**config.mk**
```make
export PLATFORM = sky130hd
export DESIGN_NAME = smem_snoop_filter
export DESIGN_NICKNAME = d
export VERILOG_FILES = /design/src/rtl/sf_pkg.sv /design/src/rtl/sf_action_lut.sv /design/src/rtl/sf_line_table.sv /design/src/rtl/sf_fwd_fifo.sv /design/src/rtl/smem_snoop_filter.sv
export SDC_FILE = /design/constraint.sdc
export NUM_CORES = 1
export LEC_CHECK = 0
export CAP_MARGIN = 20
export CORE_MARGIN = 2
export CORE_UTILIZATION = 61
export DETAILED_ROUTE_END_ITERATION = 16
export PLACE_DENSITY = 0.93
export SLEW_MARGIN = 25
export SYNTH_ARGS = -nofsm -noshare
export SYNTH_HDL_FRONTEND = slang
export SYNTH_SLANG_ARGS = --single-unit
```
**constraint.sdc**
```tcl
create_clock -name clk_i -period 4.6 [get_ports clk_i]
set_clock_uncertainty 0.15 [all_clocks]
set_input_delay 0.69 -clock clk_i [delete_from_list [all_inputs] [get_ports clk_i]]
set_output_delay 0.69 -clock clk_i [all_outputs]
set_load 0.01 [all_outputs]
```
**src/rtl/sf_pkg.sv**
```systemverilog
package sf_pkg;
  typedef enum logic [1:0] {
    LS_INV   = 2'd0,
    LS_RO    = 2'd1,
    LS_RW    = 2'd2,
    LS_WATCH = 2'd3
  } line_state_e;

  typedef enum logic [1:0] {
    OP_READ  = 2'd0,
    OP_RWITM = 2'd1,
    OP_WB    = 2'd2,
    OP_RSVD  = 2'd3
  } bus_op_e;

  typedef enum logic [1:0] {
    ACT_PROCEED     = 2'd0,
    ACT_PROCEED_FWD = 2'd1,
    ACT_RETRY_FWD   = 2'd2
  } action_e;
endpackage

```
**src/rtl/sf_action_lut.sv**
```systemverilog
module sf_action_lut
  import sf_pkg::*;
(
  input  bus_op_e     op_i,
  input  line_state_e state_i,
  output action_e     act_o
);
  always_comb begin
    act_o = ACT_RETRY_FWD;
    unique case (state_i)
      LS_WATCH: act_o = ACT_PROCEED_FWD;
      LS_RW:    act_o = ACT_PROCEED;
      LS_RO:    act_o = (op_i == OP_READ) ? ACT_PROCEED : ACT_RETRY_FWD;
      default:  act_o = ACT_RETRY_FWD;
    endcase
  end

  // a modifying op on a read-only line never completes
  always_comb begin
    if (state_i == LS_RO && op_i != OP_READ)
      a_r4_ro_blocks_modify: assert (act_o == ACT_RETRY_FWD);
  end
endmodule

```
**src/rtl/sf_line_table.sv**
```systemverilog
module sf_line_table
  import sf_pkg::*;
#(
  parameter int LINES = 64,
  localparam int IDX_W = $clog2(LINES)
) (
  input  logic             clk_i,
  input  logic             rst_ni,
  input  logic [IDX_W-1:0] rd_idx_i,
  output line_state_e      rd_state_o,
  output logic             rd_pend_o,
  input  logic             set_pend_i,
  input  logic             sp_wr_i,
  input  logic [IDX_W-1:0] sp_idx_i,
  input  line_state_e      sp_state_i
);
  line_state_e state_q [LINES];
  logic [LINES-1:0] pend_q;

  assign rd_state_o = state_q[rd_idx_i];
  assign rd_pend_o  = pend_q[rd_idx_i];

  always_ff @(posedge clk_i or negedge rst_ni) begin
    if (!rst_ni) begin
      for (int i = 0; i < LINES; i++) state_q[i] <= LS_INV;
    end else if (sp_wr_i) begin
      state_q[sp_idx_i] <= sp_state_i;
    end
  end

  // service write clears pending after a same-cycle set
  always_ff @(posedge clk_i or negedge rst_ni) begin
    if (!rst_ni) begin
      pend_q <= '0;
    end else begin
      if (set_pend_i) pend_q[rd_idx_i] <= 1'b1;
      if (sp_wr_i)    pend_q[sp_idx_i] <= 1'b0;
    end
  end

  a_r8_pend_cleared_by_sp: assert property (@(posedge clk_i) disable iff (!rst_ni)
    sp_wr_i |=> !pend_q[$past(sp_idx_i)]);

  a_r9_state_only_sp: assert property (@(posedge clk_i) disable iff (!rst_ni)
    !sp_wr_i |=> state_q[$past(rd_idx_i)] == $past(rd_state_o));
endmodule

```
**src/rtl/sf_fwd_fifo.sv**
```systemverilog
module sf_fwd_fifo #(
  parameter int WIDTH = 8,
  parameter int DEPTH = 4,
  localparam int PTR_W = (DEPTH > 1) ? $clog2(DEPTH) : 1,
  localparam int CNT_W = $clog2(DEPTH + 1)
) (
  input  logic             clk_i,
  input  logic             rst_ni,
  input  logic             push_i,
  input  logic [WIDTH-1:0] data_i,
  output logic             full_o,
  output logic             valid_o,
  input  logic             pop_i,
  output logic [WIDTH-1:0] data_o
);
  logic [WIDTH-1:0] mem_q [DEPTH];
  logic [PTR_W-1:0] wr_q, rd_q;
  logic [CNT_W-1:0] cnt_q;
  logic do_push, do_pop;

  assign full_o  = (cnt_q == CNT_W'(DEPTH));
  assign valid_o = (cnt_q != '0);
  assign data_o  = mem_q[rd_q];
  assign do_push = push_i && !full_o;
  assign do_pop  = pop_i && valid_o;

  always_ff @(posedge clk_i or negedge rst_ni) begin
    if (!rst_ni) begin
      wr_q  <= '0;
      rd_q  <= '0;
      cnt_q <= '0;
    end else begin
      if (do_push) wr_q <= (wr_q == PTR_W'(DEPTH - 1)) ? '0 : wr_q + 1'b1;
      if (do_pop)  rd_q <= (rd_q == PTR_W'(DEPTH - 1)) ? '0 : rd_q + 1'b1;
      cnt_q <= cnt_q + CNT_W'(do_push) - CNT_W'(do_pop);
    end
  end

  always_ff @(posedge clk_i) begin
    if (do_push) mem_q[wr_q] <= data_i;
  end

  a_r10_full_holds: assert property (@(posedge clk_i) disable iff (!rst_ni)
    (full_o && !pop_i) |=> full_o);

  a_r7_pop_frees: assert property (@(posedge clk_i) disable iff (!rst_ni)
    (do_pop && !push_i) |=> !full_o);
endmodule

```
**src/rtl/smem_snoop_filter.sv**
```systemverilog
module smem_snoop_filter
  import sf_pkg::*;
#(
  parameter int ADDR_W         = 32,
  parameter logic [31:0] WIN_BASE = 32'h8000_0000,
  parameter int LINE_LOG2      = 6,
  parameter int WIN_LINES      = 64,
  parameter int FQ_DEPTH       = 4,
  localparam int IDX_W         = $clog2(WIN_LINES),
  localparam int ENT_W         = IDX_W + 2
) (
  input  logic              clk_i,
  input  logic              rst_ni,
  input  logic              bus_valid_i,
  input  logic [1:0]        bus_op_i,
  input  logic [ADDR_W-1:0] bus_addr_i,
  output logic              resp_valid_o,
  output logic [1:0]        resp_act_o,
  input  logic              sp_wr_i,
  input  logic [IDX_W-1:0]  sp_idx_i,
  input  logic [1:0]        sp_state_i,
  output logic              fwd_valid_o,
  input  logic              fwd_ready_i,
  output logic [1:0]        fwd_op_o,
  output logic [IDX_W-1:0]  fwd_idx_o
);
  logic [ADDR_W-1:0] off;
  logic              win_hit;
  logic [IDX_W-1:0]  idx;
  line_state_e       line_st;
  logic              line_pend;
  action_e           act_raw, act;
  logic              push, fifo_full;
  logic [ENT_W-1:0]  head;

  assign off     = bus_addr_i - ADDR_W'(WIN_BASE);
  assign win_hit = (bus_addr_i >= ADDR_W'(WIN_BASE)) &&
                   ((off >> LINE_LOG2) < ADDR_W'(WIN_LINES));
  assign idx     = off[LINE_LOG2 +: IDX_W];

  sf_line_table #(.LINES(WIN_LINES)) u_table (
    .clk_i      (clk_i),
    .rst_ni     (rst_ni),
    .rd_idx_i   (idx),
    .rd_state_o (line_st),
    .rd_pend_o  (line_pend),
    .set_pend_i (push),
    .sp_wr_i    (sp_wr_i),
    .sp_idx_i   (sp_idx_i),
    .sp_state_i (line_state_e'(sp_state_i))
  );

  sf_action_lut u_lut (
    .op_i    (bus_op_e'(bus_op_i)),
    .state_i (line_st),
    .act_o   (act_raw)
  );

  always_comb begin
    act  = act_raw;
    push = 1'b0;
    if (!win_hit) begin
      act = ACT_PROCEED;
    end else if (act_raw != ACT_PROCEED && !line_pend) begin
      if (fifo_full) act = ACT_RETRY_FWD;  // cannot record it, so hold the bus
      else           push = bus_valid_i;
    end
  end

  sf_fwd_fifo #(.WIDTH(ENT_W), .DEPTH(FQ_DEPTH)) u_fifo (
    .clk_i   (clk_i),
    .rst_ni  (rst_ni),
    .push_i  (push),
    .data_i  ({bus_op_i, idx}),
    .full_o  (fifo_full),
    .valid_o (fwd_valid_o),
    .pop_i   (fwd_ready_i),
    .data_o  (head)
  );
  assign {fwd_op_o, fwd_idx_o} = head;

  always_ff @(posedge clk_i or negedge rst_ni) begin
    if (!rst_ni) begin
      resp_valid_o <= 1'b0;
      resp_act_o   <= ACT_PROCEED;
    end else begin
      resp_valid_o <= bus_valid_i;
      resp_act_o   <= act;
    end
  end

  a_r6_resp_follows_req: assert property (@(posedge clk_i) disable iff (!rst_ni)
    resp_valid_o |-> $past(bus_valid_i));

  a_r2_outside_proceeds: assert property (@(posedge clk_i) disable iff (!rst_ni)
    (bus_valid_i && !win_hit) |=> resp_act_o == ACT_PROCEED);

  a_r8_pending_no_push: assert property (@(posedge clk_i) disable iff (!rst_ni)
    (bus_valid_i && win_hit && line_pend) |-> !push);
endmodule

```
### Word-level counts from Yosys, hierarchy flattened

Memories as Yosys holds them, arrays and structs flattened.
Index checks and enable logic that the tools add are counted.

* output and inout bits: 12
* bits in writable memories: 32
* bits in registers: 202
* input bits: 47
* memory bits (read-only): 0
* logic and storage cells: 134
* bits in latches: 0
* memories kept: 1

Memories
* u_fifo.mem_q: depth 4, width 8, read ports 1, clocked after Yosys merged registers in 0, write ports 1, line sf_fwd_fifo.sv:16 `logic [WIDTH-1:0] mem_q [DEPTH];`

* add/subtract/negate cells: 5
* bitwise logic cells: 5
* multiply operators: 0
* shift-type cells: 0
* muxes and demuxes: 26
* reductions and logical operators: 12
* $lt $le $gt $ge: 9
* equality and inequality tests: 6
* divide/modulo/power cells: 0

Operator list (count)
* bitwise mux 128 bit: 1
* two-way mux 64 bit: 2
* AND 64 bit: 1
* NOT 64 bit: 1
* bitwise OR 64 bit: 1
* >= comparator 32 bit, second input constant: 1
* subtractor 32 bit, second input constant: 1
* less-than comparator 26 x 7 -> 1 bit, second input constant: 1
* two-way mux 2 bit: 9
* >= comparator 7 bit, second input constant: 2
* less-than comparator 6 x 7 -> 1 bit, second input constant: 2
* NOT 6 -> 7 bit: 2
* binary-select mux 2 bit (select 6 bit): 1
* demux 1 bit (select 6 bit): 2
* demux 2 bit (select 6 bit): 1
* >= comparator 6 x 1 -> 1 bit, second input constant: 2
* == test 2 bit, second input constant: 4
* two-way mux 1 bit: 8
* logical AND 1 bit: 7
* less-than comparator 7 x 1 -> 1 bit, second input constant: 1
* binary-select mux 1 bit (select 6 bit): 1
* case mux 2 bit (3 select lines): 1
* adder 2 x 1 -> 2 bit, second input constant: 2
* adder 3 x 1 -> 3 bit: 1
* 7 further kinds: 8

### Logic depth before layout (Yosys ltp)

Gate-level depths: netlist of run 1.

* depth in word-level cells: 14
* depth in mapped cells: 17
* gate-level depth less buffers: 11

### Cells and area by module

A second synthesis of run 1 with hierarchy kept.

* cell total of the unflattened synthesis: 906
* area total of the unflattened synthesis: 11131.9 um^2

By module, submodules not included
* sf_line_table: cells an instance 799, instances 1, area each 9307.7 um^2, seq. area each 4804.6 um^2
* sf_fwd_fifo: cells an instance 86, instances 1, area each 1630.3 um^2, seq. area each 1136.1 um^2
* smem_snoop_filter: cells an instance 18, instances 1, area each 178.9 um^2, seq. area each 75.1 um^2
* sf_action_lut: cells an instance 3, instances 1, area each 15.0 um^2, seq. area each 0.0 um^2

### Least setup slack after synthesis of run 1

OpenSTA, ideal clock, no wires.

* kind: input-to-reg
* from: input port bus_addr_i[6]
* to: register u_fifo.cnt_q[2]
* library setup time: 123 ps
* stages: 16
* buffers on the path: 5
* data required time: 4327 ps
* arrival: 3657 ps
* path slack: 669 ps
* cell sequence: buf_2 -> buf_4 -> buf_4 -> buf_6 -> mux4_2 -> nand2_1 -> a21oi_1 -> nor4_1 -> o211a_2 -> and2_4 -> buf_6 -> nor4_2 -> ha_1 -> fa_1 -> xnor2_1 -> xnor2_1

* word-level cells in the longest chain between the ends: 14
* elaborated cells between the ends (all ways): 22
* classes of those cells: add/sub (3); order compare (2); eq/ne (3); mux (8); bitwise (1); reduce/logical (5)

RTL lines
* from (decl): line smem_snoop_filter.sv:16 `input logic [ADDR_W-1:0] bus_addr_i,`
* subtractor 32 bit: line smem_snoop_filter.sv:36 `assign off = bus_addr_i - ADDR_W'(WIN_BASE);`
* NOT 6 -> 7 bit (implied by the code): line sf_line_table.sv:20 `assign rd_state_o = state_q[rd_idx_i];`
* binary-select mux 2 bit (select 6 bit): line sf_line_table.sv:20
* two-way mux 2 bit (implied by the code) (2 in series): line sf_line_table.sv:20
* == test 2 x 1 -> 1 bit / == test 2 bit (equally long branches)
* case mux 2 bit (3 select lines): line sf_action_lut.sv:10 `unique case (state_i)`
* nonzero test 2 bit: line smem_snoop_filter.sv:64 `end else if (act_raw != ACT_PROCEED && !line_pend) begin`
* logical AND 1 bit: line smem_snoop_filter.sv:64
* two-way mux 1 bit: line smem_snoop_filter.sv:64
* two-way mux 1 bit (*): line smem_snoop_filter.sv:62 `if (!win_hit) begin`
* logical AND 1 bit (*): line sf_fwd_fifo.sv:24 `assign do_push = push_i && !full_o;`
* adder 3 x 1 -> 3 bit (*): line sf_fwd_fifo.sv:35 `cnt_q <= cnt_q + CNT_W'(do_push) - CNT_W'(do_pop);`
* subtractor 3 x 1 -> 3 bit (*): line sf_fwd_fifo.sv:35
* to (signal assigned): line sf_fwd_fifo.sv:35
* to (decl): line sf_fwd_fifo.sv:18 `logic [CNT_W-1:0] cnt_q;`

Every way passes the cells marked *; elsewhere a longest branch is shown, timed or not. The select of a mux whose other input is x is not followed.
A chain may end at the register's enable or synchronous reset.

### Final worst setup path of run 1

* from: input port bus_addr_i[7]
* to: register u_fifo.cnt_q[1]

The elaborated chain is that of the path after synthesis.

==> out/results.ini, run 1 <==
[routing]
dr.pass1.iters=6
ant_nets=0
num_vias=8932
wl_um=31400
vias_per_cell=6.84
drc=0
drtIter0Drc=1285
drt-wirelength-per-cell_um=24.1

[finish]
syn2layout_area_growth_pct=14.6
final_cell_area_um2=13600
fin_util_pct=71.8
finalNonFillerCells=1305
seq_area_um2=6020
layout-drive-gt1-share_pct=27.0
n_fill_cell=1229
fin_nets=1080
diodes=0
multi_input_area_um2=5410

[synthesis]
synth_commonest_cells=202 x dfrtp_1, 146 x mux2_2, 88 x nand2_1
syn_nets=1026
synth_cell_types=58
netlist_instances=971
synth_edf_count=32
async_reset_ff_share_pct=86.3
ys_seq_area_share_pct=50.8
synth_most_common_cell=dfrtp_1
synth.top_cell.area_share_pct=42.7
synth_area_per_cell_um2=12.2
synthFlopType=dfrtp_1
ys_ff_latch=234
synthTopCellsByArea=dfrtp_1 43%, mux2_2 14%, edfxtp_1 8.1%, a22o_1 5.0%, mux4_2 4.9%
synth_area_um2=11800
synth_warnings=0
synth_top_area_cell=dfrtp_1

[setup_path]
crit_arrival_ps=4400
crit_path_max_incr_delay_ps=720
timing.reg2reg.setup_slack_ps=750
crit_family=simple AND/OR/NAND/NOR gates
cp-startpoint=bus_addr_i[7]
critPathCaptureType=register
crit_type=input pin to register
worst-path-max-fanout=14
cp.required_ps=4840
reg2reg_from=u_table.state_q[17]
cp_slowest_cell=or4_1
reg2regPathDepth=9
worstReg2RegEnd=u_fifo.cnt_q[1]
crit_chain=buf_2 > buf_4 > mux2_2 > a22oi_1 > a31oi_1 > or3_1 > or4_1 > and2_4 > nor4_2 > ha_1 > fa_1
critPathBufInv=2
startpoint_type=input pin

[global_routing]
grt_pass1_vias=9297
globalRoute.totalOverflow=0
grt_max_degree=108
grt_use_total_pct=31.7
grt_pass1_wl_um=49900
antenna_found_initial=0

[place]
dp_cells=1257
dp_hpwl_um=20800
dpl_worst_slack_ps=-54.2
postPlaceCellArea_um2=12700
place_congestion=0.942
io_buffers=52

[pwr]
vdd_ir_drop_max_mv=0.339
power_density_nw_per_um2=396
power_mw=5.37
power.leakage_nw=5.84

[sta]
worst_pin_slew_ps=1040
slew_violations=0
hold_slack_ps=89.3
fin_crit_sh_pct=90.4
setup_tns_ps=0
period_minus_slack_ps=4160
max_freq_mhz=241
slew_headroom_pct=30.7
hold_viol=0
setup_viol=0
setup_ws_ps=442
rsz0062_at_grt=no

[cts]
clk_pin_slew_ps=60
cts_tree=yes
cts.sinks=234
postCtsHoldBufs=0
htree_levels=1
clk_path_buf_depth=3
cts_buffers=26
clk_latency_ps=540
cts_setup_buffers=0
cts_resized=0
clockRootBuffer=clkbuf_16

[die]
dieArea_um2=20500
num_io_pins=59
start_util_pct=62.6
die_h_um=143
rows=50
die_w_um=143
core_um2=18900

[worst_hold_path]
hold_path.class=input pin to asynchronous set/reset pin

[run_status]
status=finished clean

[job]
maxCapViolCount=0

[flip-flops by register name, indices dropped and copies added (netlist names)]
register,cells
resp_valid_o,1
u_table.state_q,128
u_fifo.wr_q,2
u_fifo.cnt_q,3
u_fifo.rd_q,2
u_fifo.mem_q,32
u_table.pend_q,64
resp_act_o,2
[where the power goes]
group	switching (mW)	leakage [nW]	total [mW]	internal [mW]
logic	0.406	2.39	0.838	0.432
registers	0.128	3.00	2.40	2.27
clock network	0.842	0.440	2.13	1.29
total	1.38	5.84	5.37	3.99
[placed cells by master, fill, tap and decap left out, types with 27 or more instances in the layout]
| cell | count |
|---|---|
| clkdlybuf4s50_1 | 46 |
| a22o_1 | 67 |
| edfxtp_1 | 32 |
| nand2_1 | 88 |
| buf_4 | 45 |
| mux2_2 | 146 |
| nor2_1 | 52 |
| nand3_1 | 37 |
| clkbuf_16 | 27 |
| nor4b_1 | 33 |
| dfrtp_1 | 202 |
[routing by layer]
layer / track usage (%) / routed length [µm]
met1: 41.0 / 11500
met2: 50.7 / 14600
met3: 7.48 / 3460
met4: 15.1 / 1800
met5: 0 / 0
[kinds of logic after synthesis]
logic type      Yosys count  share of synthesized area [%]
flops                   234                           50.8
fa+ha+maj                 8                          0.909
compound gates          132                           8.93
xor+xnor                  2                          0.148
mux                     198                           21.0
buf+inv                  82                           3.62
simple gates            315                           14.5
[worst reg2reg max path: cells and delay by family, from the launching register on]
family | cells | cell delay (ps)
AND/OR/NAND/NOR | 5 | 1770
multiplexers | 2 | 720
adder cells (fa/ha/maj) | 2 | 680
flip-flops | 1 | 390
[final cells by class]
class	instances	share of cell area, %
Timing Repair Buffer	97	6.51
Inverter	11	0.305
Sequential cell	234	44.4
Multi-Input combinational cell	655	39.9
Clock buffer	33	5.37
Tap cell	260	2.40
Clock inverter	15	1.17
[how the worst max path moves through the flow]
stage	depth (start not counted)	to
4_1_cts	10	u_fifo.mem_q[2][4]
3_3_place_gp	11	u_fifo.cnt_q[1]
5_1_grt	13	u_fifo.cnt_q[2]
6_report	11	u_fifo.cnt_q[1]
3_5_place_dp	13	u_fifo.cnt_q[2]
2_1_floorplan	16	u_fifo.cnt_q[2]
No activity file was read; power rests on OpenSTA's default activity.
==> inputs of run 2 (changes only) <==
--- a/config.mk
+++ b/config.mk
@@ -6,8 +6,9 @@
 export NUM_CORES = 1
 export LEC_CHECK = 0
 export CAP_MARGIN = 20
-export CORE_MARGIN = 2
-export CORE_UTILIZATION = 61
+export CELL_PAD_IN_SITES_DETAIL_PLACEMENT = 1
+export CELL_PAD_IN_SITES_GLOBAL_PLACEMENT = 1
+export CORE_UTILIZATION = 50
 export DETAILED_ROUTE_END_ITERATION = 16
 export PLACE_DENSITY = 0.93
 export SLEW_MARGIN = 25
==> run 2 against run 1 <==
- sequential share of layout area shrank 0.11 points
- global-route usage grew 1.1 points
- flip-flop and latch count is the same
- largest cell class unchanged
- register-to-register slack is essentially flat
- routed wire length grew 22%
- worst setup slack gained 110 ps
- core utilization shrank 12 points
- design area grew 0.26%
- maximum frequency grew 2.8%
- sequential power is essentially flat
==> out/results.ini, run 2 (synthesized netlist as in run 1, its figures left out) <==
[setup_path]
startpoint_type=input pin  ; unchanged
cp.required_ps=4900  ; was 4840 ps
path_common_cell=xnor2_1
worst-path-max-fanout=8  ; was 14
cp_slowest_cell=or4_1  ; unchanged
crit_type=input pin to register  ; unchanged
crit_chain=buf_2 > mux4_2 > mux2i_1 > nor2_1 > or3_1 > or4_1 > nor4_4 > nor4_2 > ha_1 > fa_1 > xnor2_1 > xnor2_1  ; was buf_2 > buf_4 > mux2_2 > a22oi_1 > a31oi_1 > or3_1 > or4_1 > and2_4 > nor4_2 > ha_1 > fa_1
crit_arrival_ps=4340  ; was 4400 ps
critPathCaptureType=register  ; unchanged
crit_path_max_incr_delay_ps=670  ; was 720 ps

[finish]
final_cell_mix=202 x dfrtp_1, 146 x mux2_2, 88 x nand2_1  ; unchanged
fin_util_pct=59.3  ; was 71.8%
largest-register=u_table.state_q  ; unchanged
largest_reg_flops=128  ; unchanged
mostFrequentLayoutCell=dfrtp_1  ; unchanged
diodes=0  ; unchanged
syn2layout_area_growth_pct=14.9  ; was 14.6%
n_fill_cell=2292  ; was 1229
seq_area_um2=6020  ; unchanged
fin_nets=1085  ; was 1080
layout-drive-gt1-share_pct=26.6  ; was 27.0%
multi_input_area_um2=5410  ; unchanged
top_regs=u_table.state_q: 128 flops, u_table.pend_q: 64 flops, u_fifo.mem_q: 32 flops  ; unchanged
finalNonFillerCells=1361  ; was 1305

[die]
die_h_um=156  ; was 143 µm
start_util_pct=51.6  ; was 62.6%
core_um2=22900  ; was 18900 µm²
num_io_pins=59  ; unchanged
rows=55  ; was 50
dieArea_um2=24300  ; was 20500 µm²
die_w_um=156  ; was 143 µm

[place]
dp_cells=1316  ; was 1257
dp_hpwl_um=24900  ; was 20800 µm
place_congestion=0.876  ; was 0.942
io_buffers=52  ; unchanged

[routing]
vias_per_cell=6.80  ; was 6.84
ant_nets=0  ; unchanged
drc=0  ; unchanged
wl_um=38500  ; was 31400 µm
dr.pass1.iters=5  ; was 6
num_vias=9255  ; was 8932
drtIter0Drc=906  ; was 1285
drt-wirelength-per-cell_um=28.3  ; was 24.1 µm

[sta]
slew_headroom_pct=26.1  ; was 30.7%
fin_crit_sh_pct=87.9  ; was 90.4%
hold_viol=0  ; unchanged
slew_violations=0  ; unchanged
rsz0062_at_grt=no  ; unchanged
period_minus_slack_ps=4040  ; was 4160 ps
setup_viol=0  ; unchanged
max_freq_mhz=247  ; was 241 MHz
worst_pin_slew_ps=1110  ; was 1040 ps
setup_tns_ps=0  ; unchanged

[pwr]
p_seq_share_pct=46.5  ; was 44.7%
power_density_nw_per_um2=381  ; was 396 nW/µm²
power.leakage_nw=5.81  ; was 5.84 nW
clkPwrFrac_pct=36.6  ; was 39.7%
pwr-share-comb_pct=16.9  ; was 15.6%
p_sw_mw=1.40  ; was 1.38 mW
intPower_mw=3.78  ; was 3.99 mW
vdd_ir_drop_max_mv=0.269  ; was 0.339 mV
switching_share_pct=27.0  ; was 25.6%

[global_routing]
grt_pass1_wl_um=59700  ; was 49900 µm
grt_pass1_vias=10000  ; was 9297
globalRoute.totalOverflow=0  ; unchanged
grt_use_total_pct=32.8  ; was 31.7%
antenna_found_initial=0  ; unchanged
grt_max_degree=94  ; was 108

[cts]
cts_setup_buffers=0  ; unchanged
cts_buffers=25  ; was 26
cts.sinks=234  ; unchanged
cts_tree=yes  ; unchanged
cts_resized=0  ; unchanged
clk_pin_slew_ps=70  ; was 60 ps
clockRootBuffer=clkbuf_16  ; unchanged
htree_levels=1  ; unchanged
clk_latency_ps=530  ; was 540 ps
clk_path_buf_depth=3  ; unchanged
postCtsHoldBufs=0  ; unchanged

[run_status]
status=finished clean  ; unchanged

[job]
maxCapViolCount=0  ; unchanged

[worst_hold_path]
hold_path.class=input pin to asynchronous set/reset pin  ; unchanged

-- run 2: power by group through the flow --
stage | Clock [mW] | Combinational [mW] | Sequential [mW]
2_1_floorplan | 0 | 0.568 | 2.37
3_3_place_gp | 0 | 0.801 | 2.42
3_5_place_dp | 0 | 0.853 | 2.44
4_1_cts | 1.92 | 0.867 | 2.41
5_1_grt | 2.00 | 0.927 | 2.43
6_report | 1.90 | 0.874 | 2.41
-- run 2: final cells by class --
cell class / instances / share of cell area (%)
inverter: 11 / 0.304
clock buffer: 35 / 5.25
sequential: 234 / 44.3
tap: 313 / 2.88
timing repair buffer: 103 / 7.19
clock inverter: 10 / 0.350
multi-input combinational: 655 / 39.8
-- run 2: critical path: cells and delay by family --
kind / cells / cell delay, ps
mux: 2 / 920
xor+xnor: 2 / 340
simple gates: 5 / 1460
buf+inv: 1 / 320
fa+ha+maj: 2 / 610
-- run 2: worst paths after layout --
kind,endpoint,startpoint,cells after the start,slack (ps)
max in group asynchronous,u_table.pend_q[31],rst_ni,2,3090
max reg2reg,u_fifo.cnt_q[2],u_table.state_q[81],11,750
min reg2reg,u_table.state_q[65],u_table.state_q[65],1,350
max,u_fifo.cnt_q[2],bus_addr_i[7],12,560
min,u_table.state_q[81],rst_ni,1,80
min in group clk_i,u_table.state_q[65],u_table.state_q[65],1,350
-- run 2: metrics by stage --
| stage | hold WS (ps) | worst slack (ps) | area, µm² | power [mW] |
|---|---|---|---|---|
| floorplan | 244 | 669 | 11800 | 2.93 |
| global route | 150 | 457 | 13600 | 5.35 |
| global placement | 331 | 214 | 12800 | 3.22 |
| detailed placement | 341 | 86.8 | 12800 | 3.29 |
| CTS | 120 | 627 | 13600 | 5.19 |
| finish | 82.7 | 556 | 13600 | 5.18 |
-- run 2: routing by layer --
layer	GRT usage (%)	vias to the layer above	wire length, µm
li1	-	3762	-
met1	41.0	4765	14700
met2	54.0	543	18500
met3	6.89	185	3210
met4	16.5	0	2110
met5	0	-	0
==> inputs of run 3 (changes only) <==
--- a/config.mk
+++ b/config.mk
@@ -5,7 +5,6 @@
 export SDC_FILE = /design/constraint.sdc
 export NUM_CORES = 1
 export LEC_CHECK = 0
-export CAP_MARGIN = 20
 export CELL_PAD_IN_SITES_DETAIL_PLACEMENT = 1
 export CELL_PAD_IN_SITES_GLOBAL_PLACEMENT = 1
 export CORE_UTILIZATION = 50
==> results of run 3 <==
The final DEF is identical to that of run 2; final timing and power are the same.
